**src/rtl/dcnt_pkg.sv**
```systemverilog
package dcnt_pkg;
  localparam int unsigned CNT_W  = 32;
  localparam int unsigned HALF_W = 16;
  localparam int unsigned NSLOT  = 7;

  typedef enum logic [2:0] {
    IDX_LOAD   = 3'd0,
    IDX_VALUE  = 3'd1,
    IDX_CTRL   = 3'd2,
    IDX_ICLR   = 3'd3,
    IDX_RAW    = 3'd4,
    IDX_MASK   = 3'd5,
    IDX_BGLOAD = 3'd6
  } word_idx_e;

  typedef struct packed {
    logic       run;
    logic       periodic;
    logic       ie;
    logic       spare;
    logic [1:0] pre;
    logic       wide;
    logic       oneshot;
  } ctrl_t;

  localparam logic [7:0] CTRL_RESET = 8'h20;
endpackage

```
**src/rtl/dcnt_prescale.sv**
```systemverilog
module dcnt_prescale #(
  parameter int unsigned MID_LOG = 4,
  parameter int unsigned HI_LOG  = 8
) (
  input  logic       clk,
  input  logic       rst_n,
  input  logic       run,
  input  logic [1:0] code,
  input  logic       restart,
  output logic       tick
);
  localparam int unsigned PRE_W = HI_LOG;
  localparam logic [PRE_W-1:0] LIM_MID = PRE_W'((1 << MID_LOG) - 1);
  localparam logic [PRE_W-1:0] LIM_HI  = PRE_W'((1 << HI_LOG) - 1);

  logic [PRE_W-1:0] pre_q;
  logic [PRE_W-1:0] lim;

  always_comb begin
    case (code)
      2'd1:    lim = LIM_MID;
      2'd2:    lim = LIM_HI;
      default: lim = '0;
    endcase
  end

  assign tick = run && (pre_q == lim);

  always_ff @(posedge clk) begin
    if (!rst_n)                  pre_q <= '0;
    else if (restart || !run)    pre_q <= '0;
    else if (tick)               pre_q <= '0;
    else                         pre_q <= pre_q + 1'b1;
  end

  // with a divided prescale, two ticks never come back to back
  assert_tick_spacing_R3: assert property (@(posedge clk) disable iff (!rst_n)
    (tick && !restart && (code == 2'd1 || code == 2'd2)) |=> !tick);
endmodule

```
**src/rtl/dcnt_core.sv**
```systemverilog
module dcnt_core
  import dcnt_pkg::*;
(
  input  logic             clk,
  input  logic             rst_n,
  input  logic             tick,
  input  logic             oneshot,
  input  logic             periodic,
  input  logic             wide,
  input  logic             ld_now,
  input  logic             ld_bg,
  input  logic             clr,
  input  logic [CNT_W-1:0] wdata,
  output logic [CNT_W-1:0] value,
  output logic [CNT_W-1:0] reload,
  output logic             raw
);
  localparam logic [CNT_W-1:0] MAX16 = CNT_W'({HALF_W{1'b1}});
  localparam logic [CNT_W-1:0] MAX32 = {CNT_W{1'b1}};

  logic [CNT_W-1:0] cnt_q, cnt_d, reload_q, max_val;
  logic             raw_q, expire;

  assign max_val = wide ? MAX32 : MAX16;
  assign value   = wide ? cnt_q : {{(CNT_W-HALF_W){1'b0}}, cnt_q[HALF_W-1:0]};
  assign expire  = tick && !ld_now && (value == CNT_W'(1));

  always_comb begin
    cnt_d = cnt_q;
    if (ld_now)
      cnt_d = wdata;
    else if (tick) begin
      if (value != '0)   cnt_d = value - 1'b1;
      else if (oneshot)  cnt_d = cnt_q;
      else if (periodic) cnt_d = reload_q;
      else               cnt_d = max_val;
    end
  end

  always_ff @(posedge clk) begin
    if (!rst_n) begin
      cnt_q    <= '0;
      reload_q <= '0;
      raw_q    <= 1'b0;
    end else begin
      cnt_q <= cnt_d;
      if (ld_now || ld_bg) reload_q <= wdata;
      if (expire)          raw_q <= 1'b1;
      else if (clr)        raw_q <= 1'b0;
    end
  end

  assign reload = reload_q;
  assign raw    = raw_q;

  assert_expire_sets_raw_R4: assert property (@(posedge clk) disable iff (!rst_n)
    (tick && !ld_now && value == CNT_W'(1)) |=> raw);
  assert_oneshot_holds_R5: assert property (@(posedge clk) disable iff (!rst_n)
    (tick && !ld_now && oneshot && value == '0) |=> (value == '0));
  assert_periodic_reload_R6: assert property (@(posedge clk) disable iff (!rst_n)
    (tick && !ld_now && !oneshot && periodic && value == '0) |=> (cnt_q == $past(reload_q)));
  assert_free_reload_R7: assert property (@(posedge clk) disable iff (!rst_n)
    (tick && !ld_now && !oneshot && !periodic && value == '0) |=> (cnt_q == $past(max_val)));
  assert_load_forces_R8: assert property (@(posedge clk) disable iff (!rst_n)
    ld_now |=> (cnt_q == $past(wdata)));
  assert_idle_stable_R11: assert property (@(posedge clk) disable iff (!rst_n)
    (!tick && !ld_now) |=> $stable(cnt_q));
  assert_clear_R12: assert property (@(posedge clk) disable iff (!rst_n)
    (clr && !(tick && !ld_now && value == CNT_W'(1))) |=> !raw);
endmodule

```
**src/rtl/dcnt_regs.sv**
```systemverilog
module dcnt_regs
  import dcnt_pkg::*;
#(
  parameter int unsigned ADDR_W = 12
) (
  input  logic              clk,
  input  logic              rst_n,
  input  logic [ADDR_W-1:0] addr,
  input  logic              we,
  input  logic              re,
  input  logic [7:0]        wbyte,
  input  logic [CNT_W-1:0]  value,
  input  logic [CNT_W-1:0]  reload,
  input  logic              raw,
  output ctrl_t             ctrl,
  output logic              ctrl_wr,
  output logic              ld_now,
  output logic              ld_bg,
  output logic              clr,
  output logic [CNT_W-1:0]  rdata
);
  localparam int unsigned IDX_W = ADDR_W - 2;

  logic [IDX_W-1:0] widx;
  logic             aligned;
  logic [NSLOT-1:0] hit;
  ctrl_t            ctrl_q;

  assign widx    = addr[ADDR_W-1:2];
  assign aligned = (addr[1:0] == 2'b00);

  for (genvar g = 0; g < NSLOT; g++) begin : g_slot
    assign hit[g] = aligned && (widx == IDX_W'(g));
  end

  assign ctrl_wr = we && hit[IDX_CTRL];
  assign ld_now  = we && hit[IDX_LOAD];
  assign ld_bg   = we && hit[IDX_BGLOAD];
  assign clr     = we && hit[IDX_ICLR];

  always_ff @(posedge clk) begin
    if (!rst_n)       ctrl_q <= ctrl_t'(CTRL_RESET);
    else if (ctrl_wr) ctrl_q <= ctrl_t'(wbyte);
  end
  assign ctrl = ctrl_q;

  always_comb begin
    rdata = '0;
    if (re) begin
      if (hit[IDX_LOAD] || hit[IDX_BGLOAD]) rdata = reload;
      else if (hit[IDX_VALUE])              rdata = value;
      else if (hit[IDX_CTRL])               rdata = CNT_W'(ctrl_q);
      else if (hit[IDX_RAW])                rdata = CNT_W'(raw);
      else if (hit[IDX_MASK])               rdata = CNT_W'(raw && ctrl_q.ie);
    end
  end

  assert_one_strobe_R2: assert property (@(posedge clk) disable iff (!rst_n)
    $onehot0({ctrl_wr, ld_now, ld_bg, clr}));
  assert_unmapped_zero_R2: assert property (@(posedge clk) disable iff (!rst_n)
    (re && (hit == '0 || hit[IDX_ICLR])) |-> (rdata == '0));
  assert_masked_zero_R12: assert property (@(posedge clk) disable iff (!rst_n)
    (re && hit[IDX_MASK] && !ctrl_q.ie) |-> (rdata == '0));
endmodule

```
**src/rtl/dcnt_timer.sv**
```systemverilog
module dcnt_timer
  import dcnt_pkg::*;
#(
  parameter int unsigned ADDR_W  = 12,
  parameter int unsigned MID_LOG = 4,
  parameter int unsigned HI_LOG  = 8
) (
  input  logic              clk,
  input  logic              rst_n,
  input  logic [ADDR_W-1:0] bus_addr,
  input  logic [31:0]       bus_wdata,
  input  logic              bus_we,
  input  logic              bus_re,
  output logic [31:0]       bus_rdata,
  output logic              irq
);
  ctrl_t            ctrl;
  logic             ctrl_wr, ld_now, ld_bg, clr, tick, raw;
  logic [CNT_W-1:0] value, reload;

  dcnt_regs #(.ADDR_W(ADDR_W)) regs_i (
    .clk(clk), .rst_n(rst_n), .addr(bus_addr), .we(bus_we), .re(bus_re),
    .wbyte(bus_wdata[7:0]), .value(value), .reload(reload), .raw(raw),
    .ctrl(ctrl), .ctrl_wr(ctrl_wr), .ld_now(ld_now), .ld_bg(ld_bg),
    .clr(clr), .rdata(bus_rdata)
  );

  dcnt_prescale #(.MID_LOG(MID_LOG), .HI_LOG(HI_LOG)) pre_i (
    .clk(clk), .rst_n(rst_n), .run(ctrl.run), .code(ctrl.pre),
    .restart(ctrl_wr), .tick(tick)
  );

  dcnt_core core_i (
    .clk(clk), .rst_n(rst_n), .tick(tick), .oneshot(ctrl.oneshot),
    .periodic(ctrl.periodic), .wide(ctrl.wide), .ld_now(ld_now),
    .ld_bg(ld_bg), .clr(clr), .wdata(bus_wdata), .value(value),
    .reload(reload), .raw(raw)
  );

  assign irq = raw && ctrl.ie;

  assert_irq_gated_R12: assert property (@(posedge clk) disable iff (!rst_n)
    (!ctrl.ie) |-> !irq);
  assert_reset_quiet_R1: assert property (@(posedge clk)
    (!rst_n) |=> (!irq && value == '0));
endmodule

```
**config.mk**
```make
export PLATFORM = sky130hd
export DESIGN_NAME = dcnt_timer
export DESIGN_NICKNAME = d
export VERILOG_FILES = /design/src/rtl/dcnt_pkg.sv /design/src/rtl/dcnt_prescale.sv /design/src/rtl/dcnt_core.sv /design/src/rtl/dcnt_regs.sv /design/src/rtl/dcnt_timer.sv
export SDC_FILE = /design/constraint.sdc
export NUM_CORES = 1
export LEC_CHECK = 0
export ABC_AREA = 1
export BUFFER_PORTS_ARGS = -buffer_cell sky130_fd_sc_hd__buf_2
export CORE_MARGIN = 2
export CORE_UTILIZATION = 50
export DETAILED_ROUTE_END_ITERATION = 12
export GPL_TIMING_DRIVEN = 0
export PLACE_DENSITY = 0.7
export SLEW_MARGIN = 20
export SYNTH_ARGS = -nofsm -noshare
export SYNTH_HDL_FRONTEND = slang
export SYNTH_HIERARCHICAL = 1
export SYNTH_SLANG_ARGS = --single-unit
```
**constraint.sdc**
```tcl
create_clock -name clk -period 2.8 [get_ports clk]
set_input_delay 0.14 -clock clk [delete_from_list [all_inputs] [get_ports clk]]
set_output_delay 0.14 -clock clk [all_outputs]
set_load 0.02 [all_outputs]
```
Word-level counts from Yosys, hierarchy flattened
Index checks and enable logic that the tools add are counted.
- bits in registers: 81
- input bits: 48
- output and inout port bits: 33
- logic and storage cells: 68
- add/sub/neg operators: 2
- equal/unequal tests: 11
- mux-type cells: 16
- bitwise logic cells: 1
- reduce and logical (&&, ||, !) cells: 27
- operators with widths (operator ; count):
    two-way mux 32 bit ; 12
    == test 32 x 1 -> 1 bit (second input constant) ; 1
    nonzero test 32 bit ; 1
    subtractor 32 x 1 -> 32 bit (second input constant) ; 1
    == test 10 x 3 -> 1 bit (second input constant) ; 3
    == test 10 x 2 -> 1 bit (second input constant) ; 2
    one-hot mux 8 bit (2 select lines) ; 1
    logical AND 1 bit ; 15
    == test 10 x 1 -> 1 bit (second input constant) ; 1
    zero test 10 bit ; 1
    adder 8 x 1 -> 8 bit (second input constant) ; 1
    == test 8 bit ; 1
    nonzero test 2 bit ; 2
    logical OR 1 bit ; 3
    two-way mux 1 bit ; 3
    inequality test 3 x 1 -> 1 bit (second input constant) ; 1
    OR reduction 3 bit ; 1
    == test 2 x 1 -> 1 bit (second input constant) ; 1
    == test 2 bit (second input constant) ; 1
    zero test 1 bit ; 2
    zero test 2 bit ; 1
    AND reduction 2 bit ; 1
    NOT 1 bit ; 1

Longest topological paths before layout
Gate-level depths: netlist of run 1.
- word-level depth: 8
- depth in mapped cells: 15
- mapped depth without buffers: 13

Hierarchy
The synthesis of run 1 kept the hierarchy.
- modules (own cells, without submodules) (module ; instances ; cells an instance ; area an instance (µm²) ; sequential area each (µm²)):
    dcnt_core ; 1 ; 727 ; 4486.8 ; 1301.2
    dcnt_regs ; 1 ; 275 ; 1360.1 ; 160.2
    dcnt_prescale ; 1 ; 69 ; 471.7 ; 160.2
    dcnt_timer ; 1 ; 2 ; 7.5 ; 0.0

Worst setup path after synthesis of run 1
OpenSTA, ideal clock, no wires.
- kind: register to register
- from: register regs_i.ctrl_q (netlist bit regs_i/ctrl[2])
- to: register core_i.cnt_q[18]
- setup time: 0.119 ns
- arrival: 1.712 ns
- data required time: 2.681 ns
- path slack: 0.969 ns
- stages on the path, launching flop included: 13
- path buffers: 1
- period minus slack after synthesis: 1.831 ns
- path through: dfxtp_1 -> inv_1 -> ha_1 -> nor2_1 -> nand2_1 -> nand2_1 -> nand3_1 -> nor3_1 -> or2_2 -> nand2_4 -> buf_4 -> a21oi_1 -> a21oi_2
- word-level cells in the longest chain between the ends: 6
- elaborated cells between the ends (all ways): 7
- classes of those cells: 3 x eq/ne; 1 x mux; 3 x reduce/logical
- RTL lines (item ; RTL line ; source):
    start: declaration ; dcnt_regs.sv:27 ; ctrl_t ctrl_q;
    start signal: assignment ; dcnt_regs.sv:42 ; if (!rst_n) ctrl_q <= ctrl_t'(CTRL_RESET);
    start signal: assignment ; dcnt_regs.sv:43 ; else if (ctrl_wr) ctrl_q <= ctrl_t'(wbyte);
    == test 2 bit / == test 2 x 1 -> 1 bit (equally long branches) ; dcnt_prescale.sv:20 ; case (code)
    one-hot mux 8 bit (2 select lines) * ; dcnt_prescale.sv:20 ;
    == test 8 bit * ; dcnt_prescale.sv:27 ; assign tick = run && (pre_q == lim);
    logical AND 1 bit * ; dcnt_prescale.sv:27 ;
    net tick ; dcnt_timer.sv:18 ; logic ctrl_wr, ld_now, ld_bg, clr, tick, raw;
    nonzero test 2 bit (no line) * ; -- ;
    AND reduction 2 bit (no line) * ; -- ;
    end signal: assignment ; dcnt_core.sv:46 ; cnt_q <= cnt_d;
    end: declaration ; dcnt_core.sv:21 ; logic [CNT_W-1:0] cnt_q, cnt_d, reload_q, max_val;
Mark *: on every way through the listed nets, which the timed path passes. The rest lies on a longest branch.
A chain may end at the register's enable or synchronous reset.

Final worst setup path of run 1
- from: register regs_i.ctrl_q (netlist bit regs_i/ctrl[6])
- to: register core_i.cnt_q[27]
- word-level cells in the longest chain between the ends: 5
- RTL lines (item ; RTL line ; source):
    two-way mux 32 bit ; dcnt_core.sv:35 ; else if (periodic) cnt_d = reload_q;
    two-way mux 32 bit ; dcnt_core.sv:34 ; else if (oneshot) cnt_d = cnt_q;
    two-way mux 32 bit ; dcnt_core.sv:33 ; if (value != '0) cnt_d = value - 1'b1;
    two-way mux 32 bit ; dcnt_core.sv:32 ; else if (tick) begin
    two-way mux 32 bit ; dcnt_core.sv:30 ; if (ld_now)
No other way between the ends. The select of a mux whose other input is x is not followed.

==> key figures, run 1 <==
GRT
  • Largest net degree at the start of global routing: 14
  • Busiest metal layer after global routing: met2
  • Grt met1 use: 0.479
  • Gr ovfl total: 0
  • M3 GR Usage: 0.0524
  • Vias in the first global route: around 6300
  • First-pass GRT wire length: about 35 mm
  • Initial antenna violation count: 0
  • M2 GR Usage: 0.534
  • Total GRT Usage: 0.347

Cells and area
  • Area delta synth->final: 14.4%
  • Fin util: 0.581
  • Fill count: 1352
  • Layout cells sized above 1: 0.169
  • Commonest cells after routing, fill and taps aside: nand2_1, nor2_1, inv_1
  • # nets final: 1216
  • Ant diodes: 0

Setup path
  • Buf+Inv Stages, Crit Path: 3
  • Crit end category: flip-flop
  • CP Cell Sequence: inv_1 -> nand2_1 -> clkbuf_1 -> inv_1 -> nand2_1 -> nand2_1 -> nor2_1 -> a21oi_1
  • Worst Path Required: 3030 ps
  • Crit path arrival time: 2720 ps
  • Delay-heaviest family, CP: buffers and inverters
  • Worst path max stage delay: 560 ps
  • Critical path startpoint category: flip-flop
  • Worst path slowest cell: clkbuf_1
  • Critical Path Fanout Max: 10
  • Crit path top cell by count: nand2_1
  • Critical path class: flip-flop to flip-flop

Die
  • Die ar.: ~14000 um2
  • Number of I/O pins: 81
  • Core Region: between 10000 and 15000 um2
  • Die height: 116 um
  • Chip width: 116 um
  • Initial Utilization: 0.507
  • Row count: 41

Timing
  • Setup violations, final: 0
  • Clock skew: roughly 7 ps
  • Final hold violations: 0
  • Crit share post-route: 0.891
  • Slew headroom: 0.427
  • Least-Margin Pin Slew: 860 ps
  • Slew Viols, Final: 0
  • RSZ-0062 raised after global routing: false
  • Min Tclk post-route: roughly 2500 ps
  • Setup_tns: 0 ps
  • Peak Freq: 401 MHz

Clocking
  • Inserted Clock Buffers: 9
  • CTS sink count: 81
  • CTS Hold Bufs: 0
  • CTS max path bufs: 2
  • H-tree levels: 3
  • Worst-Skew Late Latency: 350 ps
  • Post-CTS setup buffer count: 0
  • CTS tree: yes
  • Clock-pin slew on the worst setup and hold paths: 70 ps
  • Resize count post-CTS: 0
  • Clock tree root driver cell: clkbuf_16

Detailed routing
  • Final WL: 22.8 mm
  • Iteration-0 DRC count of the detailed router: about 660
  • Via density: around 5.2
  • Via count: 7017
  • WL/cell: 17.0 um
  • First-pass DRT Iterations: 5
  • Remaining DRCs: 0
  • Post-route ant nets: 0

Placement
  • I/O Buffers: 80
  • Dpl hpwl: ~17 mm
  • Routability congestion estimate: roughly 1

Run
  • Maxcap violations: 0

Hold path
  • Worst hold path class: input pin to flip-flop

Synth
  • FF+latch count, synth: 81
  • Post-synthesis sequential area ratio: 0.256
  • Syn Nets: 1125
  • Mapped cell area: 6330 um2
  • Cells after synthesis: 1073
  • Synth Warn #: 6
  • Avg Inst Size Synth: 5.90 um2
  • Synth unique cells: 39

Outcome
  • Status: finished clean

Power and ir drop
  • Pleak: between 4 and 5 nW
  • Total power divided by cell area: roughly 350 nW/um2
  • Worst VDD drop: roughly 0.0003 V
[per-stage QoR]
stage / cell area (um2) / hold slack, ps / worst slack, ps / cells / total power [mW]
2_1_floorplan: 6330 / 253 / 969 / 1073 / 1.24
3_3_place_gp: 6940 / 401 / 216 / 1325 / 1.32
3_5_place_dp: 6940 / 405 / 196 / 1325 / 1.32
4_1_cts: 7240 / 43.0 / 384 / 1341 / 2.53
5_1_grt: 7240 / 61.3 / 210 / 1341 / 2.59
6_report: 7240 / 49.2 / 306 / 1341 / 2.52
[metal layers]
layer | up-vias | part of all wire
met3 | 59 | 0.088
met2 | 324 | 0.43
li1 | 3490 | -
met4 | 0 | 0.042
met5 | - | 0
met1 | 3144 | 0.44
[final timing paths]
check	startpoint	slack [ps]	endpoint	cells past startpoint
worst min-delay path	bus_wdata[1]	50	regs_i/ctrl[1]	3
worst max-delay path	regs_i/ctrl[6]	310	core_i/cnt_q[27]	8
worst min register to register	core_i/reload[6]	470	core_i/reload[6]	2
worst max register to register	regs_i/ctrl[6]	310	core_i/cnt_q[27]	8
[cells by family after synthesis]
family	count (synthesis)	synth area share
XOR/XNOR	19	0.0263
flip-flops	81	0.256
adder cells (fa/ha/maj)	4	0.00791
buffers and inverters	182	0.140
AO/OA/AOI/OAI	131	0.106
AND/OR/NAND/NOR	656	0.463
[layout make-up]
| class | instances | area [um2] | area share |
|---|---|---|---|
| plain buffers | 61 | 427 | 0.0589 |
| clock buffers | 12 | 246 | 0.0340 |
| clock inverters | 4 | 51.3 | 0.00709 |
| inverters | 121 | 460 | 0.0636 |
| multi-input cells | 810 | 3820 | 0.527 |
| flip-flops and latches | 81 | 1620 | 0.224 |
| well taps | 172 | 215 | 0.0297 |
| repair buffers | 80 | 400 | 0.0553 |
[flip-flops by register name, indices dropped and copies added (netlist names)]
signal	cells
core_i/cnt_q	32
regs_i/ctrl	8
core_i/raw	1
core_i/reload	32
pre_i/pre_q	8
[cell usage after synthesis]
cell type	instances	area [um2]
buf_12	2	40.0
nand3_2	2	20.0
dfxtp_1	81	1620
xor2_1	16	140
a21oi_2	1	8.76
and2_1	1	6.26
a21oi_1	47	235
nand3_4	1	17.5
nand3_1	78	390
buf_4	21	158
buf_6	9	101
o21a_1	1	7.51
nand4_4	1	21.3
nor2_8	3	60.1
nor2_1	254	953
inv_1	112	420
or2_2	4	25.0
clkinv_2	1	5.00
nand2_8	1	20.0
a22oi_2	1	12.5
nor2_4	9	101
inv_2	4	15.0
buf_2	6	30.0
o22ai_1	2	12.5
o21ai_0	58	290
inv_4	2	12.5
nor2_2	8	50.1
nand4_1	5	31.3
clkinv_1	2	7.51
nor3_1	8	40.0
nand2_2	13	81.3
buf_8	1	15.0
nand2_4	14	158
xnor2_1	3	26.3
nand2_1	254	953
o21ai_1	21	105
clkbuf_1	21	78.8
buf_1	1	3.75
ha_1	4	50.1
[report_power, final]
group / internal, mW / total [mW] / switching [mW]
logic: 0.0471 / 0.141 / 0.0939
clock network: 0.718 / 1.23 / 0.508
registers: 1.15 / 1.15 / 0.000359
total: 1.92 / 2.52 / 0.602
[worst register-to-register path, delay by kind of cell, from the launching register on]
family / cells / cell delay (ps)
buffers and inverters: 3 / 1160
flip-flops: 1 / 540
AND/OR/NAND/NOR: 4 / 590
AO/OA/AOI/OAI: 1 / 100
Power figures use the tool's default switching activity.
==> run 2, diff against run 1 <==
--- a/config.mk
+++ b/config.mk
@@ -5,13 +5,12 @@
 export SDC_FILE = /design/constraint.sdc
 export NUM_CORES = 1
 export LEC_CHECK = 0
-export ABC_AREA = 1
 export BUFFER_PORTS_ARGS = -buffer_cell sky130_fd_sc_hd__buf_2
 export CORE_MARGIN = 2
 export CORE_UTILIZATION = 50
 export DETAILED_ROUTE_END_ITERATION = 12
 export GPL_TIMING_DRIVEN = 0
-export PLACE_DENSITY = 0.7
+export PLACE_DENSITY = 0.71
 export SLEW_MARGIN = 20
 export SYNTH_ARGS = -nofsm -noshare
 export SYNTH_HDL_FRONTEND = slang
==> run 2 against run 1 <==
Against the previous run: count of clock-buffer cells in the layout down 2; setup slack worse by 190 ps; synthesized cell count down 31%; fmax down 7.1%; sequential power about the same; clock skew up 4.2 ps; first-iteration DRC count up 33%; worst hold slack worse by 39 ps; highest routed layer unchanged; area after synthesis down 12%; global-route usage up 2.9 points; utilization up 1.6 points.
==> key figures, run 2 <==
Outcome
  • Status: finished clean

Detailed routing
  • First-pass DRT Iterations: 5
  • Via density: 6.59
  • Final WL: approximately 22 mm
  • Iteration-0 DRC count of the detailed router: 883
  • Remaining DRCs: 0
  • Post-route ant nets: 0
  • WL/cell: 22.5 um
  • Via count: 6522

Synth
  • Post-synthesis mux area share: 0.0201
  • Cells after synthesis: between 700 and 800
  • Post-synth EDFFs: 0
  • Syn Nets: a little under 800
  • Post-synthesis sequential area ratio: 0.293
  • Commonest cells in the netlist: nand2_1, dfxtp_1, a21oi_1
  • Ys flop type: dfxtp_1
  • Area leader, netlist: dfxtp_1
  • Post-Synth Adder-Cell Area: 0.00903
  • Synth Area in Simple Gates: 0.284
  • FF+latch count, synth: slightly above 80
  • Synth Warn #: 6
  • Mapped cell area: 5540 um2
  • Compound-cell area share of the yosys netlist: 0.284
  • Xor and xnor area share after synthesis: 0.0316
  • Synth unique cells: 73
  • Top-area cell type share of the netlist area: 0.293
  • Avg Inst Size Synth: roughly 7.4 um2
  • Synth top area cells: dfxtp_1, nand2_1, a21oi_1
  • Main combinational cell family by area after synthesis: simple AND/OR/NAND/NOR gates
  • Most frequent cell after synthesis: nand2_1
  • Synth async-reset ratio: 0

GRT
  • Initial antenna violation count: 0
  • First-pass GRT wire length: 33.7 mm
  • Largest net degree at the start of global routing: 14
  • Total GRT Usage: 0.376
  • Gr ovfl total: 0
  • Vias in the first global route: 5894

Timing
  • Final hold violations: 0
  • Setup violations, final: 0
  • Min Tclk post-route: 2680 ps
  • Clock skew: 11.2 ps
  • Least-Margin Pin Slew: 939 ps
  • Slew headroom: 0.370
  • Crit share post-route: 0.958
  • Post-route setup slack: 117 ps
  • Setup_tns: 0 ps
  • Smallest hold slack: 10.3 ps
  • Slew Viols, Final: 0
  • Peak Freq: 373 MHz

Power and ir drop
  • Pleak: 2.51 nW
  • Total power divided by cell area: 341 nW/um2
  • Worst VDD drop: around 0.00026 V
  • Pwr Total: about 2.2 mW

Setup path
  • RR Endpoint: core_i/cnt_q[4]
  • Critical path class: input pin to flip-flop
  • Reg2reg start: pre_i/pre_q[4]
  • Delay-heaviest family, CP: buffers and inverters
  • Reg2Reg Depth: 8
  • Crit end category: flip-flop
  • R2r setup slk: 130 ps
  • Crit path arrival time: ~3000 ps
  • Critical path startpoint category: input pin
  • Worst path slowest cell: or4_4
  • Buf+Inv Stages, Crit Path: 6
  • Worst path max stage delay: approximately 520 ps
  • Worst Path Required: 3120 ps
  • CP Cell Sequence: buf_2 -> or4_4 -> or3_1 -> buf_6 -> nor4_2 -> clkbuf_4 -> buf_4 -> or2_2 -> clkbuf_1 -> buf_1 -> nand2_1 -> a21oi_1
  • Critical Path Fanout Max: 10

Clocking
  • Clock tree root driver cell: clkbuf_8
  • Inserted Clock Buffers: 9
  • H-tree levels: 3
  • CTS sink count: 81
  • Worst-Skew Late Latency: roughly 390 ps
  • CTS tree: yes
  • CTS max path bufs: 2
  • Clock-pin slew on the worst setup and hold paths: 80 ps

Placement
  • Dpl hpwl: 16.2 mm
  • I/O Buffers: 80
  • DP Worst Slack: -885 ps
  • Routability congestion estimate: ~1.0

Die
  • Row count: 38
  • Initial Utilization: 0.511
  • Number of I/O pins: 81
  • Die height: 109 um
  • Chip width: 109 um
  • Core Region: 10800 um2
  • Die ar.: approximately 12000 um2

Cells and area
  • Ant diodes: 0
  • Commonest cells after routing, fill and taps aside: nand2_1, buf_2, dfxtp_1
  • Area delta synth->final: 16.7%
  • # nets final: around 900
  • Fin util: 0.596
  • Layout cells sized above 1: 0.194
  • Most common cell after layout, fill and taps aside: nand2_1

Run
  • Maxcap violations: 0

Hold path
  • HP Start: bus_wdata[17]
  • Hold Crit Depth: 3
  • WHS Endpoint: core_i/reload[17]
  • Worst hold path class: input pin to flip-flop
==> run 2: cell count changes in the layout (fill, tap and decap cells not counted), sizes merged, moves of 20 or more <==
cell / change
a32oi: +26
a21oi: +24
nor2: -224
a31oi: +20
nand3: -61
inv: -103
o21ai: -34
nand2: -162
==> run 2: logic make-up (layout without fill, tap and decap cells) <==
kind of cell,after synthesis,count (layout)
AO/OA/AOI/OAI,236,236
multiplexers,11,11
adder cells (fa/ha/maj),4,4
AND/OR/NAND/NOR,305,305
buffers and inverters,87,192
XOR/XNOR,20,20
flip-flops,81,81
==> run 2: through the flow <==
step / std cells / area (um2)
after floorplan: 744 / 5540
after global placement: 964 / 6120
after detailed placement: 964 / 6120
after CTS: 985 / 6390
after global routing: 989 / 6470
final: 989 / 6470
==> run 2: worst max-delay path by stage <==
stage | start | end | slack [ps] | cells past startpoint
floorplan | bus_addr[7] | core_i/cnt_q[23] | 9 | 11
finish | bus_addr[7] | core_i/reload[25] | 120 | 12
detailed placement | bus_addr[7] | core_i/cnt_q[25] | -880 | 12
global placement | bus_addr[7] | core_i/cnt_q[25] | -870 | 12
global route | pre_i/pre_q[4] | core_i/cnt_q[4] | -0.3 | 8
CTS | bus_addr[7] | core_i/cnt_q[17] | 50 | 12
==> run 2: layout make-up <==
type                            count  area [um2]
Inverter                           16        62.6
Clock buffer                       10         138
Buffer                             71         394
Clock inverter                      5        56.3
Tap cell                          140         175
Timing Repair Buffer               90         485
Sequential cell                    81        1620
Fill cell                        1016        4370
Multi-Input combinational cell    576        3530
==> run 2: report_power, final <==
group | internal [mW] | total [mW] | switching, mW | leakage [nW]
clock | 0.430 | 0.897 | 0.467 | 0.0981
combinational | 0.0510 | 0.159 | 0.108 | 1.76
sequential | 1.15 | 1.15 | 0.000350 | 0.652
==> run 2: metal layers <==
metal  track usage  share of wire
met3         0.101           0.12
met4         0.133          0.025
met1         0.530           0.43
met5             0              0
met2         0.551           0.43
==> run 2: worst reg2reg max path, delay by kind of cell (launching register included) <==
family                 cells  cell delay [ps]
AO/OA/AOI/OAI              2              420
buffers and inverters      1              280
flip-flops                 1              360
AND/OR/NAND/NOR            5             1540
==> run 2: what timing repair did <==
action                                 4_1_cts  5_1_grt
setup buffers                                2        4
gates resized for setup                      9       14
hold buffers                                 4        0
endpoints found under the hold margin        4        0
setup endpoints to repair                   32       52
pin swaps                                    0        1
gates cloned                                 0        0
==> run 3, diff against run 2 <==
--- a/config.mk
+++ b/config.mk
@@ -9,7 +9,6 @@
 export CORE_MARGIN = 2
 export CORE_UTILIZATION = 50
 export DETAILED_ROUTE_END_ITERATION = 12
-export GPL_TIMING_DRIVEN = 0
 export PLACE_DENSITY = 0.71
 export SLEW_MARGIN = 20
 export SYNTH_ARGS = -nofsm -noshare
==> run 3 against run 2 <==
Against the previous run: die area stayed put; cell area is 1.4% lower; utilization down 0.82 points; sequential power barely moved; largest cell class unchanged; first-iteration DRC count down 42%; register-to-register slack improved by 80 ps; clock power is 9.5% higher; total power up 3.5%; clock skew is essentially flat; final cell count is 3.5% lower.
==> key figures, run 3 (same netlist as run 2, synthesis figures left out) <==
Hold path
  • HP Start: bus_wdata[12]
  • Worst hold path class: input pin to flip-flop

GRT
  • First-pass GRT wire length: 31.2 mm
  • Gr ovfl total: 0
  • Largest net degree at the start of global routing: 37
  • Vias in the first global route: 5775
  • Total GRT Usage: 0.339
  • Initial antenna violation count: 0

Power and ir drop
  • Worst VDD drop: ~0.00028 V
  • Pwr Total: 2.28 mW
  • Pleak: 2.46 nW
  • Total power divided by cell area: approximately 360 nW/um2

Detailed routing
  • WL/cell: 20.4 um
  • First-pass DRT Iterations: 5
  • Via density: 6.48
  • Iteration-0 DRC count of the detailed router: about 500
  • Via count: 6180
  • Post-route ant nets: 0
  • Final WL: 19.4 mm
  • Remaining DRCs: 0

Timing
  • Final hold violations: 0
  • Setup violations, final: 0
  • Least-Margin Pin Slew: 694 ps
  • Clock skew: around 12 ps
  • Min Tclk post-route: between 2000 and 3000 ps
  • Crit share post-route: 0.927
  • RSZ-0062 raised after global routing: false
  • Slew headroom: 0.537
  • Setup_tns: 0 ps
  • Peak Freq: 385 MHz
  • Slew Viols, Final: 0

Cells and area
  • Layout Cells excl Fill: roughly 950
  • Area of the multi-input gates: 3530 um2
  • # nets final: ~860
  • Area delta synth->final: 15.1%
  • Commonest cells after routing, fill and taps aside: nand2_1, dfxtp_1, buf_2
  • Layout cells sized above 1: 0.210
  • Ant diodes: 0
  • Seq. cell area: 1620 um2
  • Fill count: 1020
  • Most common cell after layout, fill and taps aside: nand2_1

Die
  • Die height: 109 um
  • Row count: 38
  • Initial Utilization: 0.511
  • Number of I/O pins: 81
  • Die ar.: 11900 um2
  • Chip width: 109 um
  • Core Region: 10800 um2

Setup path
  • Worst path slowest cell: dfxtp_1
  • Critical path startpoint category: flip-flop
  • Reg2reg start: core_i/cnt_q[0]
  • Reg2Reg Depth: 10
  • Levels on crit path: 10
  • R2r setup slk: 210 ps
  • Crit path top cell by count: buf_4
  • Buf+Inv Stages, Crit Path: 3
  • Critical Path End: core_i/cnt_q[23]
  • Critical path class: flip-flop to flip-flop
  • CP Cell Sequence: inv_1 -> ha_1 -> nor3b_1 -> buf_4 -> and4_1 -> buf_4 -> nand2_1 -> o21ai_2 -> a21oi_1 -> a2111oi_2
  • Delay-heaviest family, CP: compound AO/OA/AOI/OAI gates
  • Worst Setup SP: core_i/cnt_q[0]
  • Crit end category: flip-flop
  • Crit path arrival time: 2870 ps
  • RR Endpoint: core_i/cnt_q[23]
  • Critical Path Fanout Max: 6
  • Worst path max stage delay: about 380 ps
  • Worst Path Required: slightly above 3000 ps

Clocking
  • Worst-Skew Late Latency: 380 ps
  • Clock-pin slew on the worst setup and hold paths: around 90 ps
  • Clock tree root driver cell: clkbuf_8
  • H-tree levels: 3
  • Inserted Clock Buffers: 9
  • Post-CTS setup buffer count: 0
  • CTS tree: yes
  • CTS sink count: 81
  • CTS max path bufs: 2

Placement
  • Routability congestion estimate: 1.04
  • I/O Buffers: 80
  • Dpl hpwl: 13.5 mm
  • Placed cell count: 936

Run
  • Maxcap violations: 0

Outcome
  • Status: finished clean
run 3: through the flow:
stage          cell area (um2)  hold WS, ps   util  worst slack [ps]
6_report                  6380         15.1  0.588               205
4_1_cts                   6370         3.15  0.588               143
3_3_place_gp              6130          397  0.566               149
5_1_grt                   6380         8.09  0.588              30.6
2_1_floorplan             5540          280      -              9.47
3_5_place_dp              6130          401  0.566               165
run 3: tightest hold or removal path: stages:
cell,delay (ps)
buf_2,110
nand2_1,50
a21oi_1,50
run 3: per-layer routing:
| layer | part of all wire | GRT usage |
|---|---|---|
| met5 | 0 | 0 |
| met4 | 0.022 | 0.134 |
| met3 | 0.089 | 0.0478 |
| met2 | 0.45 | 0.521 |
| met1 | 0.44 | 0.477 |
run 3: layout make-up:
class                   instances  area share
flip-flops and latches         81       0.254
multi-input cells             576       0.554
clock buffers                  11      0.0222
well taps                     140      0.0275
clock inverters                 5      0.0124
repair buffers                125       0.120
inverters                      16     0.00942
run 3: what timing repair did:
action	4_1_cts	5_1_grt
hold buffers	2	0
gates resized for setup	0	3
hold endpoints to repair	2	0
endpoints found under the setup margin	0	7
run 3: power by group:
group	total (mW)	internal, mW	switching, mW
clock network	0.982	0.526	0.456
logic	0.152	0.0530	0.0990
registers	1.15	1.15	0.000328
run 3: worst min path at each step:
stage / endpoint / cells after the start
after floorplan: core_i/reload[0] / 2
after global placement: core_i/reload[11] / 3
after detailed placement: core_i/reload[11] / 3
after CTS: core_i/reload[12] / 3
after global routing: core_i/reload[25] / 3
final: core_i/reload[12] / 3
